File: src/rtl/pmic_bridge_pkg.sv
package pmic_bridge_pkg;

  localparam int SER_AW     = 15;
  localparam int SER_DW     = 16;
  localparam int CMD_BITS   = 1 + SER_AW;
  localparam int REPLY_BITS = SER_AW + SER_DW;
  localparam int WR_BITS    = 1 + SER_AW + SER_DW;

  typedef struct packed {
    logic [SER_AW-1:0] addr;
    logic [SER_DW-1:0] data;
  } wr_entry_t;

  typedef enum logic [1:0] {
    SEQ_IDLE,
    SEQ_WRITE,
    SEQ_READ
  } seq_state_t;

endpackage

File: src/rtl/pmic_wfifo.sv
module pmic_wfifo #(
  parameter int DEPTH = 4,
  parameter int W     = 31
) (
  input  logic         clk,
  input  logic         rst,
  input  logic         push,
  input  logic [W-1:0] push_data,
  input  logic         pop,
  output logic [W-1:0] pop_data,
  output logic         full,
  output logic         empty
);

  localparam int PW = (DEPTH > 1) ? $clog2(DEPTH) : 1;
  typedef logic [PW:0]   cnt_t;
  typedef logic [PW-1:0] ptr_t;
  localparam cnt_t FULL_CNT = cnt_t'(DEPTH);
  localparam ptr_t LAST_PTR = ptr_t'(DEPTH - 1);

  logic [W-1:0] mem [DEPTH];
  ptr_t wr_ptr, rd_ptr;
  cnt_t count;
  logic push_ok, pop_ok;

  assign full     = (count == FULL_CNT);
  assign empty    = (count == '0);
  assign push_ok  = push && !full;
  assign pop_ok   = pop && !empty;
  assign pop_data = mem[rd_ptr];

  // storage without reset so the array can map onto RAM
  always_ff @(posedge clk) begin
    if (push_ok) mem[wr_ptr] <= push_data;
  end

  always_ff @(posedge clk) begin
    if (rst) begin
      wr_ptr <= '0;
      rd_ptr <= '0;
      count  <= '0;
    end else begin
      if (push_ok) wr_ptr <= (wr_ptr == LAST_PTR) ? '0 : wr_ptr + 1'b1;
      if (pop_ok)  rd_ptr <= (rd_ptr == LAST_PTR) ? '0 : rd_ptr + 1'b1;
      case ({push_ok, pop_ok})
        2'b10:   count <= count + 1'b1;
        2'b01:   count <= count - 1'b1;
        default: count <= count;
      endcase
    end
  end


  flags_excl_chk: assert property (@(posedge clk) disable iff (rst) !(full && empty));

  count_bound_chk: assert property (@(posedge clk) disable iff (rst) count <= FULL_CNT);

endmodule

File: src/rtl/pmic_serial.sv
module pmic_serial
  import pmic_bridge_pkg::*;
#(
  parameter int HALF_DIV = 2
) (
  input  logic                  clk,
  input  logic                  rst,
  input  logic                  start,
  input  logic                  is_rd,
  input  logic [SER_AW-1:0]     addr,
  input  logic [SER_DW-1:0]     data,
  output logic                  busy,
  output logic                  done,
  output logic [REPLY_BITS-1:0] reply,
  output logic                  sclk,
  output logic                  cs_n,
  output logic                  sdo,
  input  logic                  sdi
);

  localparam int DW = (HALF_DIV > 1) ? $clog2(HALF_DIV) : 1;
  typedef logic [DW-1:0] div_t;
  typedef logic [5:0]    bit_t;
  localparam div_t DIV_LAST = div_t'(HALF_DIV - 1);
  localparam bit_t CMD_END  = bit_t'(CMD_BITS);
  localparam bit_t LAST_WR  = bit_t'(WR_BITS - 1);
  localparam bit_t LAST_RD  = bit_t'(CMD_BITS + REPLY_BITS - 1);

  logic [WR_BITS-1:0]    sh_out;
  logic [REPLY_BITS-1:0] sh_in;
  logic                  active, rd_q;
  bit_t                  bit_cnt, last_bit;
  div_t                  div_cnt;

  assign busy     = active;
  assign reply    = sh_in;
  assign sdo      = sh_out[WR_BITS-1];
  assign last_bit = rd_q ? LAST_RD : LAST_WR;

  always_ff @(posedge clk) begin
    if (rst) begin
      active  <= 1'b0;
      rd_q    <= 1'b0;
      sclk    <= 1'b0;
      cs_n    <= 1'b1;
      done    <= 1'b0;
      sh_out  <= '0;
      sh_in   <= '0;
      bit_cnt <= '0;
      div_cnt <= '0;
    end else begin
      done <= 1'b0;
      if (!active) begin
        if (start) begin
          active  <= 1'b1;
          cs_n    <= 1'b0;
          sclk    <= 1'b0;
          rd_q    <= is_rd;
          sh_out  <= {is_rd, addr, is_rd ? '0 : data};
          sh_in   <= '0;
          bit_cnt <= '0;
          div_cnt <= '0;
        end
      end else if (div_cnt == DIV_LAST) begin
        div_cnt <= '0;
        if (!sclk) begin
          sclk <= 1'b1;
        end else begin
          sclk <= 1'b0;
          if (rd_q && bit_cnt >= CMD_END) sh_in <= {sh_in[REPLY_BITS-2:0], sdi};
          if (bit_cnt == last_bit) begin
            active <= 1'b0;
            cs_n   <= 1'b1;
            done   <= 1'b1;
          end else begin
            bit_cnt <= bit_cnt + 1'b1;
            sh_out  <= {sh_out[WR_BITS-2:0], 1'b0};
          end
        end
      end else begin
        div_cnt <= div_cnt + 1'b1;
      end
    end
  end


  idle_clk_low_chk: assert property (@(posedge clk) disable iff (rst) cs_n |-> !sclk);

  sdo_hold_chk: assert property (@(posedge clk) disable iff (rst) sclk |-> $stable(sdo));

endmodule

File: src/rtl/pmic_seq.sv
module pmic_seq
  import pmic_bridge_pkg::*;
(
  input  logic                  clk,
  input  logic                  rst,
  input  logic                  fifo_empty,
  input  wr_entry_t             fifo_head,
  output logic                  fifo_pop,
  input  logic                  cmd_wr,
  input  logic [SER_AW-1:0]     cmd_addr,
  input  logic                  eng_busy,
  input  logic                  eng_done,
  input  logic [REPLY_BITS-1:0] eng_reply,
  output logic                  eng_start,
  output logic                  eng_is_rd,
  output logic [SER_AW-1:0]     eng_addr,
  output logic [SER_DW-1:0]     eng_data,
  output logic                  rd_busy,
  output logic [REPLY_BITS-1:0] rd_result
);

  seq_state_t        state;
  logic [SER_AW-1:0] rd_addr_q;

  assign fifo_pop = (state == SEQ_IDLE) && !eng_busy && !fifo_empty;

  always_ff @(posedge clk) begin
    if (rst) begin
      state     <= SEQ_IDLE;
      rd_busy   <= 1'b0;
      rd_addr_q <= '0;
      rd_result <= '0;
      eng_start <= 1'b0;
      eng_is_rd <= 1'b0;
      eng_addr  <= '0;
      eng_data  <= '0;
    end else begin
      eng_start <= 1'b0;
      if (cmd_wr && !rd_busy) begin
        rd_busy   <= 1'b1;
        rd_addr_q <= cmd_addr;
      end
      case (state)
        SEQ_IDLE: begin
          if (!eng_busy) begin
            if (!fifo_empty) begin
              eng_start <= 1'b1;
              eng_is_rd <= 1'b0;
              eng_addr  <= fifo_head.addr;
              eng_data  <= fifo_head.data;
              state     <= SEQ_WRITE;
            end else if (rd_busy) begin
              eng_start <= 1'b1;
              eng_is_rd <= 1'b1;
              eng_addr  <= rd_addr_q;
              eng_data  <= '0;
              state     <= SEQ_READ;
            end
          end
        end
        SEQ_WRITE: if (eng_done) state <= SEQ_IDLE;
        SEQ_READ: begin
          if (eng_done) begin
            rd_result <= eng_reply;
            rd_busy   <= 1'b0;
            state     <= SEQ_IDLE;
          end
        end
        default: state <= SEQ_IDLE;
      endcase
    end
  end


  read_waits_chk: assert property (@(posedge clk) disable iff (rst)
    (state == SEQ_IDLE && !fifo_empty) |=> !(eng_start && eng_is_rd));

  cmd_ignored_chk: assert property (@(posedge clk) disable iff (rst)
    (rd_busy && cmd_wr) |=> $stable(rd_addr_q));

endmodule

File: src/rtl/pmic_bridge.sv
module pmic_bridge
  import pmic_bridge_pkg::*;
#(
  parameter int BUS_AW     = 16,
  parameter int WIN_BASE   = 32'h8000,
  parameter int ADDR_BITS  = 10,
  parameter int FIFO_DEPTH = 4,
  parameter int HALF_DIV   = 2
) (
  input  logic              clk,
  input  logic              rst,
  input  logic              bus_we,
  input  logic              bus_re,
  input  logic [BUS_AW-1:0] bus_addr,
  input  logic [31:0]       bus_wdata,
  output logic [31:0]       bus_rdata,
  output logic              ser_sclk,
  output logic              ser_cs_n,
  output logic              ser_sdo,
  input  logic              ser_sdi
);

  localparam int WIN_BYTES = 4 << ADDR_BITS;
  localparam logic [31:0] WIN_LO   = 32'(WIN_BASE);
  localparam logic [31:0] WIN_HI   = 32'(WIN_BASE + WIN_BYTES);
  localparam logic [31:0] WIN_SIZE = 32'(WIN_BYTES);
  localparam logic [BUS_AW-1:0] OFS_STATUS = BUS_AW'(0);
  localparam logic [BUS_AW-1:0] OFS_RDCMD  = BUS_AW'(4);
  localparam logic [BUS_AW-1:0] OFS_RDDATA = BUS_AW'(8);

  logic [31:0]           addr_ext, win_off;
  logic                  win_hit, push, cmd_wr, ovf;
  logic [SER_AW-1:0]     win_idx, cmd_idx;
  wr_entry_t             push_entry, head_entry;
  logic                  fifo_full, fifo_empty, fifo_pop;
  logic                  eng_start, eng_is_rd, eng_busy, eng_done;
  logic [SER_AW-1:0]     eng_addr;
  logic [SER_DW-1:0]     eng_data;
  logic [REPLY_BITS-1:0] eng_reply, rd_result;
  logic                  rd_busy;
  logic                  unused_bits;

  assign addr_ext = 32'(bus_addr);
  assign win_hit  = (addr_ext >= WIN_LO) && (addr_ext < WIN_HI);
  assign win_off  = addr_ext - WIN_LO;
  assign win_idx  = SER_AW'(win_off[ADDR_BITS+1:2]);
  assign cmd_idx  = SER_AW'(bus_wdata[ADDR_BITS+1:2]);
  assign push     = bus_we && win_hit && !fifo_full;
  assign cmd_wr   = bus_we && (bus_addr == OFS_RDCMD) && (bus_wdata < WIN_SIZE);
  assign push_entry = '{addr: win_idx, data: bus_wdata[SER_DW-1:0]};
  assign unused_bits = ^{win_off[31:ADDR_BITS+2], win_off[1:0]};

  always_ff @(posedge clk) begin
    if (rst) begin
      ovf       <= 1'b0;
      bus_rdata <= '0;
    end else begin
      if (bus_we && win_hit && fifo_full) ovf <= 1'b1;
      else if (bus_we && bus_addr == OFS_STATUS && bus_wdata[0]) ovf <= 1'b0;
      if (bus_re) begin
        case (bus_addr)
          OFS_STATUS: bus_rdata <= {20'b0, fifo_full, fifo_empty, 9'b0, ovf};
          OFS_RDDATA: bus_rdata <= {rd_busy, rd_result};
          default:    bus_rdata <= '0;
        endcase
      end
    end
  end

  pmic_wfifo #(.DEPTH(FIFO_DEPTH), .W($bits(wr_entry_t))) u_fifo (
    .clk(clk), .rst(rst),
    .push(push), .push_data(push_entry),
    .pop(fifo_pop), .pop_data(head_entry),
    .full(fifo_full), .empty(fifo_empty)
  );

  pmic_seq u_seq (
    .clk(clk), .rst(rst),
    .fifo_empty(fifo_empty), .fifo_head(head_entry), .fifo_pop(fifo_pop),
    .cmd_wr(cmd_wr), .cmd_addr(cmd_idx),
    .eng_busy(eng_busy), .eng_done(eng_done), .eng_reply(eng_reply),
    .eng_start(eng_start), .eng_is_rd(eng_is_rd),
    .eng_addr(eng_addr), .eng_data(eng_data),
    .rd_busy(rd_busy), .rd_result(rd_result)
  );

  pmic_serial #(.HALF_DIV(HALF_DIV)) u_ser (
    .clk(clk), .rst(rst),
    .start(eng_start), .is_rd(eng_is_rd), .addr(eng_addr), .data(eng_data),
    .busy(eng_busy), .done(eng_done), .reply(eng_reply),
    .sclk(ser_sclk), .cs_n(ser_cs_n), .sdo(ser_sdo), .sdi(ser_sdi)
  );

endmodule

File: config.mk
export PLATFORM = sky130hd
export DESIGN_NAME = pmic_bridge
export DESIGN_NICKNAME = d
export VERILOG_FILES = /design/src/rtl/pmic_bridge_pkg.sv /design/src/rtl/pmic_wfifo.sv /design/src/rtl/pmic_serial.sv /design/src/rtl/pmic_seq.sv /design/src/rtl/pmic_bridge.sv
export SDC_FILE = /design/constraint.sdc
export NUM_CORES = 1
export LEC_CHECK = 0
export BUFFER_PORTS_ARGS = -buffer_cell sky130_fd_sc_hd__buf_2
export CAP_MARGIN = 20
export CORE_UTILIZATION = 40
export DETAILED_ROUTE_END_ITERATION = 7
export MAX_ROUTING_LAYER = met4
export PLACE_DENSITY = 0.68
export SLEW_MARGIN = 30
export SYNTH_ARGS = -nofsm -noshare
export SYNTH_HDL_FRONTEND = slang
export SYNTH_SLANG_ARGS = --single-unit
File: constraint.sdc
create_clock -name clk -period 3.7 [get_ports clk]
set_clock_uncertainty 0.15 [all_clocks]
set_input_delay 0 -clock clk [delete_from_list [all_inputs] [get_ports clk]]
set_output_delay 0 -clock clk [all_outputs]
set_load 0.01 [all_outputs]
-- Word-level counts from Yosys, hierarchy flattened
Memories as Yosys holds them, arrays and structs flattened. A register that Yosys moved wholly into a read port is not among the register bits.
Cells that the tools add are included.
- output and inout port bits: 35
- word-level logic and storage cells: 151
- RAM bits: 104
- input bits: 53
- memories: 1
- flip-flop bits (word level): 192
- reduce and logical (&&, ||, !) cells: 35
- order comparisons: 4
- muxes and demuxes: 59
- equality and inequality tests: 19
- bitwise gates (word level): 4
- $add $sub $neg: 7
- memories (memory ; words ; width ; rd ports ; clocked after Yosys merged registers in ; write ports ; RTL line ; RTL):
    u_fifo.mem ; 4 ; 26 ; 1 ; 1 ; 1 ; pmic_wfifo.sv:21 ; logic [W-1:0] mem [DEPTH];
- operators by type and width (cell ; number):
    two-way mux 32 bit ; 5
    two-way mux 31 bit ; 5
    case mux 32 bit (2 select lines) ; 1
    two-way mux 16 bit ; 3
    two-way mux 6 bit ; 6
    less-than comparator 32 x 13 -> 1 bit, second input constant ; 1
    two-way mux 15 bit ; 2
    two-way mux 1 bit ; 27
    equality test 16 x 3 -> 1 bit, second input constant ; 1
    equality test 16 x 4 -> 1 bit, second input constant ; 1
    greater-or-equal comparator 16 bit, second input constant ; 1
    zero test 16 bit ; 1
    less-than comparator 16 bit, second input constant ; 1
    two-way mux 2 bit ; 8
    logical AND 1 bit ; 14
    AND reduction 4 bit ; 3
    subtractor 12 x 1 -> 12 bit, second input constant ; 1
    inequality test 2 bit, second input constant ; 5
    equality test 2 bit, second input constant ; 4
    adder 6 x 1 -> 6 bit, second input constant ; 1
    equality test 6 bit ; 1
    greater-or-equal comparator 6 x 5 -> 1 bit, second input constant ; 1
    inequality test 2 x 1 -> 1 bit, second input constant ; 3
    case mux 3 bit (2 select lines) ; 1
    other kinds (18) ; 31

-- Longest topological paths before layout
Gate-level depths: netlist of the first run.
- word-level depth: 7
- mapped depth: 11
- depth with buffers taken out: 10

-- By module
From an unflattened synthesis of the first run, not the netlist that was laid out.
- cells, all modules: 1121
- area total of the unflattened synthesis: 13163.9 sq um
- modules (own cells, without submodules) (module ; times used ; cells an instance ; area each (sq um) ; seq. area each (sq um)):
    pmic_wfifo ; 1 ; 215 ; 4956.0 ; 3903.7
    pmic_serial ; 1 ; 361 ; 3493.4 ; 1501.4
    pmic_seq ; 1 ; 376 ; 3228.1 ; 1641.6
    pmic_bridge ; 1 ; 169 ; 1486.4 ; 660.6

-- Worst setup path before layout of the first run
OpenSTA, ideal clock, no wires.
- path type: flip-flop to flip-flop
- start: reg u_seq.state[0]
- end: reg u_fifo.count[2]
- path slack: 1.071 ns
- arrival time: 2.409 ns
- clock period less this slack: 2.629 ns
- data required time: 3.480 ns
- cell stages (with the launch flop): 12
- path through: dfxtp_1 > inv_1 > ha_1 > nand2b_1 > nor2_2 > clkbuf_1 > ha_1 > inv_1 > fa_1 > xor2_1 > or3_1 > a21oi_1
- longest elaborated chain between the ends: 6
- elaborated cells on any way between the ends: 8
- classes of those cells: eq/ne (2); mux (1); reduce/logical (5)
- RTL lines (what ; RTL line ; RTL):
    from (decl) ; pmic_seq.sv:22 ; seq_state_t state;
    from (signal assigned) ; pmic_seq.sv:29 ; state <= SEQ_IDLE;
    from (signal assigned) ; pmic_seq.sv:51 ; state <= SEQ_WRITE;
    from (signal assigned) ; pmic_seq.sv:57 ; state <= SEQ_READ;
    zero test 2 bit * ; pmic_seq.sv:25 ; assign fifo_pop = (state == SEQ_IDLE) && !eng_busy && !fifo_empty;
    logical AND 1 bit * (2 in a row) ; pmic_seq.sv:25 ;
    logical AND 1 bit * ; pmic_wfifo.sv:29 ; assign pop_ok = pop && !empty;
    via u_fifo.pop_ok ; pmic_wfifo.sv:24 ; logic push_ok, pop_ok;
    equality test 2 x 1 -> 1 bit / equality test 2 bit (equally long branches) ; pmic_wfifo.sv:45 ; case ({push_ok, pop_ok})
    case mux 3 bit (2 select lines) / nonzero test 2 bit (equally long branches) ; - ;
    to (signal assigned) ; pmic_wfifo.sv:46 ; 2'b10: count <= count + 1'b1;
    to (signal assigned) ; pmic_wfifo.sv:47 ; 2'b01: count <= count - 1'b1;
    to (signal assigned) ; pmic_wfifo.sv:48 ; default: count <= count;
    to (decl) ; pmic_wfifo.sv:23 ; cnt_t count;
Mark *: on every way through the listed nets, which the timed path passes. The rest lies on a longest branch.
A chain may end at the register's enable or synchronous reset.

-- Worst setup path in the final report of the first run
- start: reg u_ser.active (netlist: u_ser.busy)
- end: reg u_ser.sh_in[0] (netlist: u_ser.reply[0])
- longest elaborated chain between the ends: 2
- elaborated cells on any way between the ends: 6
- classes of those cells: eq/ne (3); mux (1); reduce/logical (2)
- RTL lines (what ; RTL line ; RTL):
    from (decl) ; pmic_serial.sv:31 ; logic active, rd_q;
    from (signal assigned) ; pmic_serial.sv:42 ; active <= 1'b0;
    from (signal assigned) ; pmic_serial.sv:55 ; active <= 1'b1;
    from (signal assigned) ; pmic_serial.sv:72 ; active <= 1'b0;
    inequality test 2 bit (no source line), or another cell as far along ; - ;
    AND reduction 4 bit (no source line) ; - ;
    to (signal assigned) ; pmic_serial.sv:70 ; if (rd_q && bit_cnt >= CMD_END) sh_in <= {sh_in[REPLY_BITS-2:0], sdi};
    to (decl) ; pmic_serial.sv:30 ; logic [REPLY_BITS-1:0] sh_in;
Several ways; a longest one is shown, not always the timed one.

==> results.cfg, run 1 <==
[run_status]
status = finished clean

[cells_and_area]
multi_input_area_mm2 = 0.003949
area_delta_synth_final_pct = 19.43
nets = 1179
diodes = 0
fin_cells = 1512
design_area_mm2 = 0.01335
drive_gt1_share_pct = 16.93
regArea_mm2 = 0.006912
fillers = 2493
mostFrequentLayoutCells = dfxtp_1 (187), nand2_1 (126), nor2_1 (120), a21oi_1 (105), edfxtp_1 (104)
final_common_cell = dfxtp_1

[detailed_routing]
antenna_left = 0
drc = 0
num_vias = 7729
firstDrtPassIters = 5
first_iter_violations = 541
routed_wl_mm = 22.88
viasPerCell = 5.112
wl_per_cell_um = 15.13

[cts]
clock_latency_ps = 540
cts_buffer_depth = 3
clkTransAtPathRegs_ps = 60
cts_resized = 0
cts_max_level = 1
clock-root-buffer = clkbuf_16
numCtsBuffers = 30
cts_tree = built
cts.sink_count = 293
cts_hold_buffers = 43
post-cts-setup-buffers = 0

[power]
finalPower_mw = 8.694
leakage_nw = 4.579
powerDensity_mw_per_mm2 = 651.5
vdd_ir_drop_max_mv = 0.4701

[yosys]
ys_types = 53
avgSynthCellArea_um2 = 11.07
ys_ff_latch = 293
synth_edf_count = 104
syn_nets = 1072
yosysSeqAreaShare_pct = 61.81
ys_warn_count = 0
synthArstFlopShare_pct = 0
synth.cell_area_mm2 = 0.01117
synth_ff_type = dfxtp_1
synthCells = 1009

[job]
maxCapViolCount = 0

[timing]
drv_slew = 0
fmaxAchievable_mhz = 335.8
setup_tns_ps = 0
slew_headroom_pct = 37.13
fin_crit_sh_pct = 80.47
tightestPinTransition_ps = 943.1
final-hold-violation-count = 0
min_period_ps = 2978
setup_viol = 0
rsz0062_at_grt = no

[floorplanning]
die_area_mm2 = 0.02861
chipWidth_um = 169.1
start_util_pct = 41.12
io_pins = 88
core_mm2 = 0.02718
die_y_um = 169.1
rows = 60

[placement]
gp_congestion = 0.7193
post_dp_cell_area_mm2 = 0.01191
dp.cells = 1413
port_buffers = 87
dp_hpwl_mm = 13.51

[worst_setup_path]
critPathMostFrequentCell = buf_4
slowest_stage = dfxtp_2
path_cells = buf_4 -> nand2b_1 -> o21ai_2 -> buf_4 -> nand3_1 -> a21oi_1 -> dlygate4sd3_1
critical_path.max_fanout = 52
critPathKind = reg -> reg
slowest_delay_ps = 630
cp.required_ps = 3980
worstPathArrival_ps = 3250
critPathCaptureType = flop
rrSetupSlack_ps = 720
cp-start-kind = flop

[global_route]
overflow = 0
grt_pass1_wl_mm = 37.72
grt_start_max_net_pins = 122
antenna_found_initial = 0
grt_pass1_vias = 7355
grt_use_total_pct = 16.66

[worst_hold_path]
hp-class = in -> reg
state kept, by name (all words and copies together) (netlist names), 3 cells and up, named ones only:
name / count
u_ser.reply: 31
u_fifo.count: 3
u_fifo.mem: 104
u_ser.sh_out: 32
u_seq.eng_addr: 10
u_seq.rd_result: 31
u_seq.rd_addr_q: 10
u_seq.eng_data: 16
u_ser.bit_cnt: 6
bus_rdata: 32
metrics by stage:
| step | hold slack [ps] | setup slack (ps) | util (%) |
|---|---|---|---|
| floorplan | -51.13 | 1071 | - |
| global placement | 67.72 | 1191 | 43.81 |
| detailed placement | 66.91 | 1220 | 43.83 |
| CTS | 15.24 | 753.0 | 49.11 |
| global route | 55.67 | 567.8 | 49.11 |
| finish | 15.00 | 722.5 | 49.11 |
worst max-delay path: cells and delay by family, from the launching register on:
kind                   cells  cell delay, ps
buffers and inverters      3            1430
DFF                        1             630
and+or+nand+nor            2             440
AOI/OAI and AO/OA          2             160
report_power, final:
group	total [mW]	switching [mW]	internal (mW)	leakage, nW
logic	1.77	1.05	0.722	1.62
clock network	3.00	1.21	1.79	0.495
registers	3.93	0.288	3.64	2.46
total	8.69	2.55	6.15	4.58
logic make-up after synthesis:
logic type / count (synthesis) / synth area share, %
AO/OA/AOI/OAI: 183 / 10.19
XOR/XNOR: 3 / 0.2352
adder cells (fa/ha/maj): 10 / 1.187
buffers and inverters: 78 / 3.023
flip-flops: 293 / 61.81
multiplexers: 54 / 7.771
AND/OR/NAND/NOR: 388 / 15.79
worst paths after layout:
check | cells past startpoint | start | to
hold reg to reg | 2 | u_ser.reply[30]$_SDFFE_PP0P_ | u_seq.rd_result[30]$_SDFFE_PP0P_
hold / removal | 6 | bus_addr[14] | u_fifo.wr_ptr[1]$_SDFFE_PP0P_
setup reg to reg | 7 | u_ser.busy$_SDFF_PP0_ | u_ser.reply[0]$_SDFFE_PP0P_
setup / recovery | 7 | u_ser.busy$_SDFF_PP0_ | u_ser.reply[0]$_SDFFE_PP0P_
final cells by class:
cell class	instances	area share [%]
Clock buffer	41	6.544
Clock inverter	15	0.9844
Inverter	8	0.2250
Multi-Input combinational cell	638	29.59
Sequential cell	293	51.79
Tap cell	372	3.488
Timing Repair Buffer	145	7.379
cell usage after synthesis, types with 10 or more instances:
cell type  instances  area [µm²]
mux2i_1           26       260.3
nor3b_1           10       75.07
nor3_1            23       115.1
nand3_1           39       195.2
nor2b_1           32       200.2
mux4_2            26       585.6
clkbuf_1          46       172.7
dfxtp_1          189        3784
a22oi_1           22       165.2
a311oi_1          10       87.58
a21oi_1          105       525.5
nor2_1           121       454.2
a211oi_1          20       150.1
nand2_1          127       476.7
buf_2             15       75.07
edfxtp_1         104        3123
layer usage:
metal	part of all wire, %	vias up	global-route usage [%]
met1	47	3708	22.43
met5	0	-	-
met4	1.7	0	4.465
met3	4.5	35	2.285
met2	47	156	26.50
li1	-	3830	-
No activity file was read; power rests on OpenSTA's default activity.
==> inputs of run 2 (changes only) <==
- ABC_AREA: default -> 1
- clock period: 3.7 -> 2.8 ns (I/O delays scaled with it)
==> results.cfg, run 2 <==
[timing]
final-hold-violation-count = 0
fmaxAchievable_mhz = 382.4
holdWs_ps = 22.53
rsz0062_at_grt = no
setup_tns_ps = 0
drv_slew = 0
slew_headroom_pct = 43.52
min_period_ps = 2615
tightestPinTransition_ps = 842.0
fin_crit_sh_pct = 93.41
setup_viol = 0

[power]
leakage_nw = 5.171
switching_share_pct = 30.99
comb_power_share_pct = 22.1
powerDensity_mw_per_mm2 = 834.9
power_frac_seq_pct = 43.5
p_clk_share_pct = 34.4
p_switching_mw = 3.602
intPower_mw = 8.019
finalPower_mw = 11.62
vdd_ir_drop_max_mv = 0.4552

[cells_and_area]
nets = 1457
largest_register_ffs = 104
final_core_utilization_pct = 48.50
final_common_cell = dfxtp_1
regMostFlops = u_fifo.mem
diodes = 0
design_area_mm2 = 0.01392
drive_gt1_share_pct = 13.34
area_delta_synth_final_pct = 19.15
reg_top3 = u_fifo.mem: 104 flops, bus_rdata: 32 flops, u_ser.sh_out: 32 flops
mostFrequentLayoutCells = dfxtp_1 (188), nor2_1 (182), nand2_1 (157), a21oi_1 (136), o21ai_0 (135)

[detailed_routing]
num_vias = 9307
antenna_left = 0
drc = 0
wl_per_cell_um = 15.42
first_iter_violations = 878
viasPerCell = 5.168
firstDrtPassIters = 5
routed_wl_mm = 27.77

[global_route]
grt_pass1_vias = 9051
overflow = 0
grt_pass1_wl_mm = 45.60
antenna_found_initial = 0
grt_use_total_pct = 19.01
grt_start_max_net_pins = 82

[floorplanning]
chipWidth_um = 172.9
io_pins = 88
rows = 62
die_y_um = 172.9
die_area_mm2 = 0.02989
start_util_pct = 40.70
core_mm2 = 0.02870

[yosys]
syn_nets = 1348
ys_ff_latch = 293
synthCells = 1285
avgSynthCellArea_um2 = 9.091
ys_warn_count = 0
ys_types = 40
yosys-top-cells-count = dfxtp_1 (189), nor2_1 (188), nand2_1 (157)
synth.cell_area_mm2 = 0.01168
yosys.area.top_type_share_pct = 32.39
yosysSeqAreaShare_pct = 59.12
yosysMostFrequentCell = dfxtp_1
synthArstFlopShare_pct = 0
yosys-top-cells-area = dfxtp_1 (32%), edfxtp_1 (27%), nor2_1 (6.0%), a21oi_1 (5.8%), o21ai_0 (5.8%)
synth_edf_count = 104
synth_ff_type = dfxtp_1
synth_top_cell_by_area = dfxtp_1

[worst_setup_path]
r2r-end = u_ser.reply[0]$_SDFFE_PP0P_
slowest_delay_ps = 790
timing.rr.start = u_seq.eng_start$_SDFF_PP0_
critPathCaptureType = flop
critical_path.max_fanout = 8
path_cells = dlygate4sd3_1 -> buf_2 -> nor2_1 -> dlygate4sd3_1 -> nand2_1 -> nor2_1 -> nand2_1 -> nor2_4 -> dlygate4sd3_1 -> nand4_1 -> nand2_1 -> nor2_1
r2r_cells = 9
rrSetupSlack_ps = 390
cp.buffers_inverters = 4
slowest_stage = dlygate4sd3_1
critPathKind = in -> reg
cp.required_ps = 3090
cp-start-kind = primary input
cp_top_family = buffers and inverters
worstPathArrival_ps = 2910

[run_status]
status = finished clean

[placement]
port_buffers = 87
gp_congestion = 0.8022
dp_hpwl_mm = 16.42
post_dp_cell_area_mm2 = 0.01238

[cts]
clock-root-buffer = clkbuf_16
clkTransAtPathRegs_ps = 60
clock_latency_ps = 550
cts_buffer_depth = 3
cts_max_level = 1
cts.sink_count = 293
cts_tree = built
numCtsBuffers = 30

[worst_hold_path]
hp-class = in -> reg
min_from = bus_wdata[24]
min_to = u_seq.rd_addr_q[5]$_SDFFE_PP0P_
hold_depth = 10

[job]
maxCapViolCount = 0
[run 2: cell count changes in the layout (fill, tap and decap cells not counted), moves of 32 or more]
cell	change
nand3_1	+37
inv_1	+57
nor2_1	+62
o21ai_0	+130
nor2b_1	-32
nand4_1	+39
[run 2: worst max path at each step]
stage | end | cells after the start | from | slack, ps
detailed placement | u_fifo.count[2]$_SDFFE_PP0P_ | 11 | u_fifo.count[2]$_SDFFE_PP0P_ | 420
CTS | u_seq.rd_addr_q[6]$_SDFFE_PP0P_ | 12 | bus_wdata[28] | 110
floorplan | u_fifo.mem[0][0]$_DFFE_PP_ | 4 | u_fifo.count[0]$_SDFFE_PP0P_ | 310
global route | u_seq.rd_addr_q[8]$_SDFFE_PP0P_ | 12 | bus_wdata[23] | 5
finish | u_seq.rd_addr_q[8]$_SDFFE_PP0P_ | 12 | bus_wdata[23] | 180
global placement | u_fifo.count[2]$_SDFFE_PP0P_ | 11 | u_fifo.count[2]$_SDFFE_PP0P_ | 450
[run 2: repair_timing]
action	4_1_cts	5_1_grt
hold buffers	50	2
gates resized for setup	0	2
hold endpoints to repair	216	1
endpoints found under the setup margin	0	1
buffers inserted	0	3
[run 2: logic make-up after synthesis]
kind of cell    after synthesis  share of synthesized area [%]
compound gates              335                          15.21
flops                       293                          59.12
fa+ha+maj                    10                          1.135
buf+inv                     162                          6.008
simple gates                484                          18.45
xor+xnor                      1                        0.07498
[run 2: stage by stage]
| stage | worst slack, ps | cells |
|---|---|---|
| after global placement | 452.6 | 1692 |
| after global routing | 5.454 | 1801 |
| after floorplan | 306.4 | 1285 |
| final | 184.6 | 1801 |
| after detailed placement | 419.1 | 1692 |
| after CTS | 111.7 | 1797 |
[run 2: layout make-up]
| cell class | instances | area [µm²] |
|---|---|---|
| multi-input combinational | 830 | 4089 |
| clock buffer | 50 | 914.6 |
| clock inverter | 5 | 81.33 |
| fill | 2708 | 14780 |
| sequential | 293 | 6908 |
| inverter | 73 | 274.0 |
| tap | 384 | 480.5 |
| timing repair buffer | 166 | 1172 |
[run 2: per-layer routing]
| layer | routed length, µm | vias up | track usage, % |
|---|---|---|---|
| met5 | 0 | - | - |
| met4 | 537 | 0 | 5.088 |
| met3 | 1434 | 40 | 2.682 |
| met2 | 13260 | 251 | 31.13 |
| met1 | 12530 | 4388 | 24.68 |
| li1 | - | 4628 | - |
[run 2: tightest hold or removal path, stage by stage]
cell and delay (ps):
buf_2 80, nor2_1 30, nand2_1 40, nor2_1 30, nand2_1 160, nor2_4 70, nand3_4 120, nand2_1 60
inv_1 40, nor2_1 30
[run 2: power groups by stage]
stage / sequential [mW] / clock [mW] / combinational [mW]
global route: 5.10 / 4.25 / 2.90
detailed placement: 5.14 / 0 / 2.49
floorplan: 5.07 / 0 / 1.95
CTS: 5.05 / 4.07 / 2.57
finish: 5.05 / 3.99 / 2.57
global placement: 5.13 / 0 / 2.44
==> inputs of run 3 (changes only) <==
- MAX_ROUTING_LAYER: met4 -> default
- clock period: 2.8 -> 3.25 ns (I/O delays scaled with it)
==> results.cfg, run 3 (synthesized netlist as in run 2, its figures left out) <==
[power]
leakage_nw = 5.199
finalPower_mw = 10.14
vdd_ir_drop_max_mv = 0.4267
p_clk_share_pct = 35.9
switching_share_pct = 30.58
comb_power_share_pct = 20.9
powerDensity_mw_per_mm2 = 725.4
p_switching_mw = 3.102
power_frac_seq_pct = 43.2
intPower_mw = 7.042

[floorplanning]
die_area_mm2 = 0.02989
die_y_um = 172.9
start_util_pct = 40.70
core_mm2 = 0.02870
rows = 62
io_pins = 88
chipWidth_um = 172.9

[placement]
dp_hpwl_mm = 16.56
post_dp_cell_area_mm2 = 0.01233
dp.cells = 1685
port_buffers = 87
preCtsSetupSlack_ps = 859.4
gp_congestion = 0.8100

[worst_hold_path]
hp-class = in -> reg

[detailed_routing]
dr.max_layer_used = met4
wl_met3_mm = 1.594
route.met2.wl_mm = 12.89
first_iter_violations = 696
firstDrtPassIters = 7
drc = 0
num_vias = 9243
m1WireLength_mm = 12.16
antenna_left = 0
routed_wl_mm = 27.34
viasPerCell = 5.141
wl_per_cell_um = 15.20

[worst_setup_path]
critical_path.max_fanout = 7
critPathCaptureType = flop
worstPathArrival_ps = 3490
path_cells = dlygate4sd3_1 -> buf_2 -> nor2_1 -> dlygate4sd3_1 -> nand2_1 -> dlygate4sd3_1 -> nor2_1 -> nand2_1 -> nor2_4 -> nand3_4 -> dlygate4sd3_1 -> nand2_1 -> inv_1 -> nor2_1
slowest_delay_ps = 720
cp.required_ps = 3580
slowest_stage = dlygate4sd3_1
critPathKind = in -> reg
critPathMostFrequentCell = dlygate4sd3_1
cp-start-kind = primary input

[global_route]
overflow = 0
grt_pass1_vias = 9003
antenna_found_initial = 0
grt_start_max_net_pins = 70
grt_use_total_pct = 18.39
grt_pass1_wl_mm = 45.49

[cts]
cts_tree = built
clkTransAtPathRegs_ps = 60
clock-root-buffer = clkbuf_16
clock_latency_ps = 550
cts_buffer_depth = 3
cts_max_level = 1
cts.sink_count = 293
numCtsBuffers = 30

[run_status]
status = finished clean

[cells_and_area]
regMostFlops = u_fifo.mem
reg_top3 = u_fifo.mem: 104 flops, bus_rdata: 32 flops, u_ser.sh_out: 32 flops
design_area_mm2 = 0.01398
nets = 1453
drive_gt1_share_pct = 13.22
final_common_cell = dfxtp_1
fin_cells = 1798
largest_register_ffs = 104
fillers = 2700
final_core_utilization_pct = 48.72
diodes = 0
mostFrequentLayoutCells = dfxtp_1 (188), nor2_1 (183), nand2_1 (157), a21oi_1 (136), o21ai_0 (135)
area_delta_synth_final_pct = 19.71

[timing]
setup_ws_ps = 96.57
rsz0062_at_grt = no
drv_slew = 0
holdWs_ps = 63.81
tightestPinTransition_ps = 951.6
fmaxAchievable_mhz = 317.1
final-hold-violation-count = 0
min_period_ps = 3153
fin_crit_sh_pct = 97.03
setup_tns_ps = 0
setup_viol = 0
slew_headroom_pct = 36.32

[job]
maxCapViolCount = 0
## run 3: final cells by class
cell class	instances	area, µm²	area share (%)
Clock buffer	44	934.6	6.683
Multi-Input combinational cell	830	4086	29.22
Clock inverter	12	145.1	1.038
Timing Repair Buffer	162	1156	8.267
Inverter	73	274.0	1.959
Sequential cell	293	6908	49.40
Tap cell	384	480.5	3.436
## run 3: power groups by stage
stage | sequential, mW | clock, mW | combinational, mW
2_1_floorplan | 4.37 | 0 | 1.68
3_3_place_gp | 4.45 | 0 | 2.04
6_report | 4.38 | 3.64 | 2.12
4_1_cts | 4.38 | 3.71 | 2.14
3_5_place_dp | 4.45 | 0 | 2.08
5_1_grt | 4.43 | 3.85 | 2.40
## run 3: timing repair
item,4_1_cts,5_1_grt
hold buffers,57,0
setup endpoints to repair,0,8
setup buffers,0,0
hold endpoints to repair,218,0
gates resized for setup,0,1
## run 3: final timing paths
kind	to	slack, ps	start	depth (start not counted)
min	u_fifo.mem[3][25]$_DFFE_PP_	60	bus_addr[11]	2
max reg2reg	u_ser.reply[0]$_SDFFE_PP0P_	610	u_ser.busy$_SDFF_PP0_	7
min reg2reg	u_seq.rd_result[0]$_SDFFE_PP0P_	310	u_seq.rd_result[0]$_SDFFE_PP0P_	2
max	u_seq.rd_addr_q[3]$_SDFFE_PP0P_	100	bus_wdata[16]	14
## run 3: layer usage
metal / vias to the layer above / global-route usage, %
met5: - / 0
met3: 47 / 3.078
met2: 239 / 30.58
met4: 0 / 6.047
li1: 4630 / -
met1: 4327 / 24.36
## run 3: worst max-delay path: cells and delay by family
family,cells,cell delay [ps]
simple gates,8,940
buf+inv,6,2550
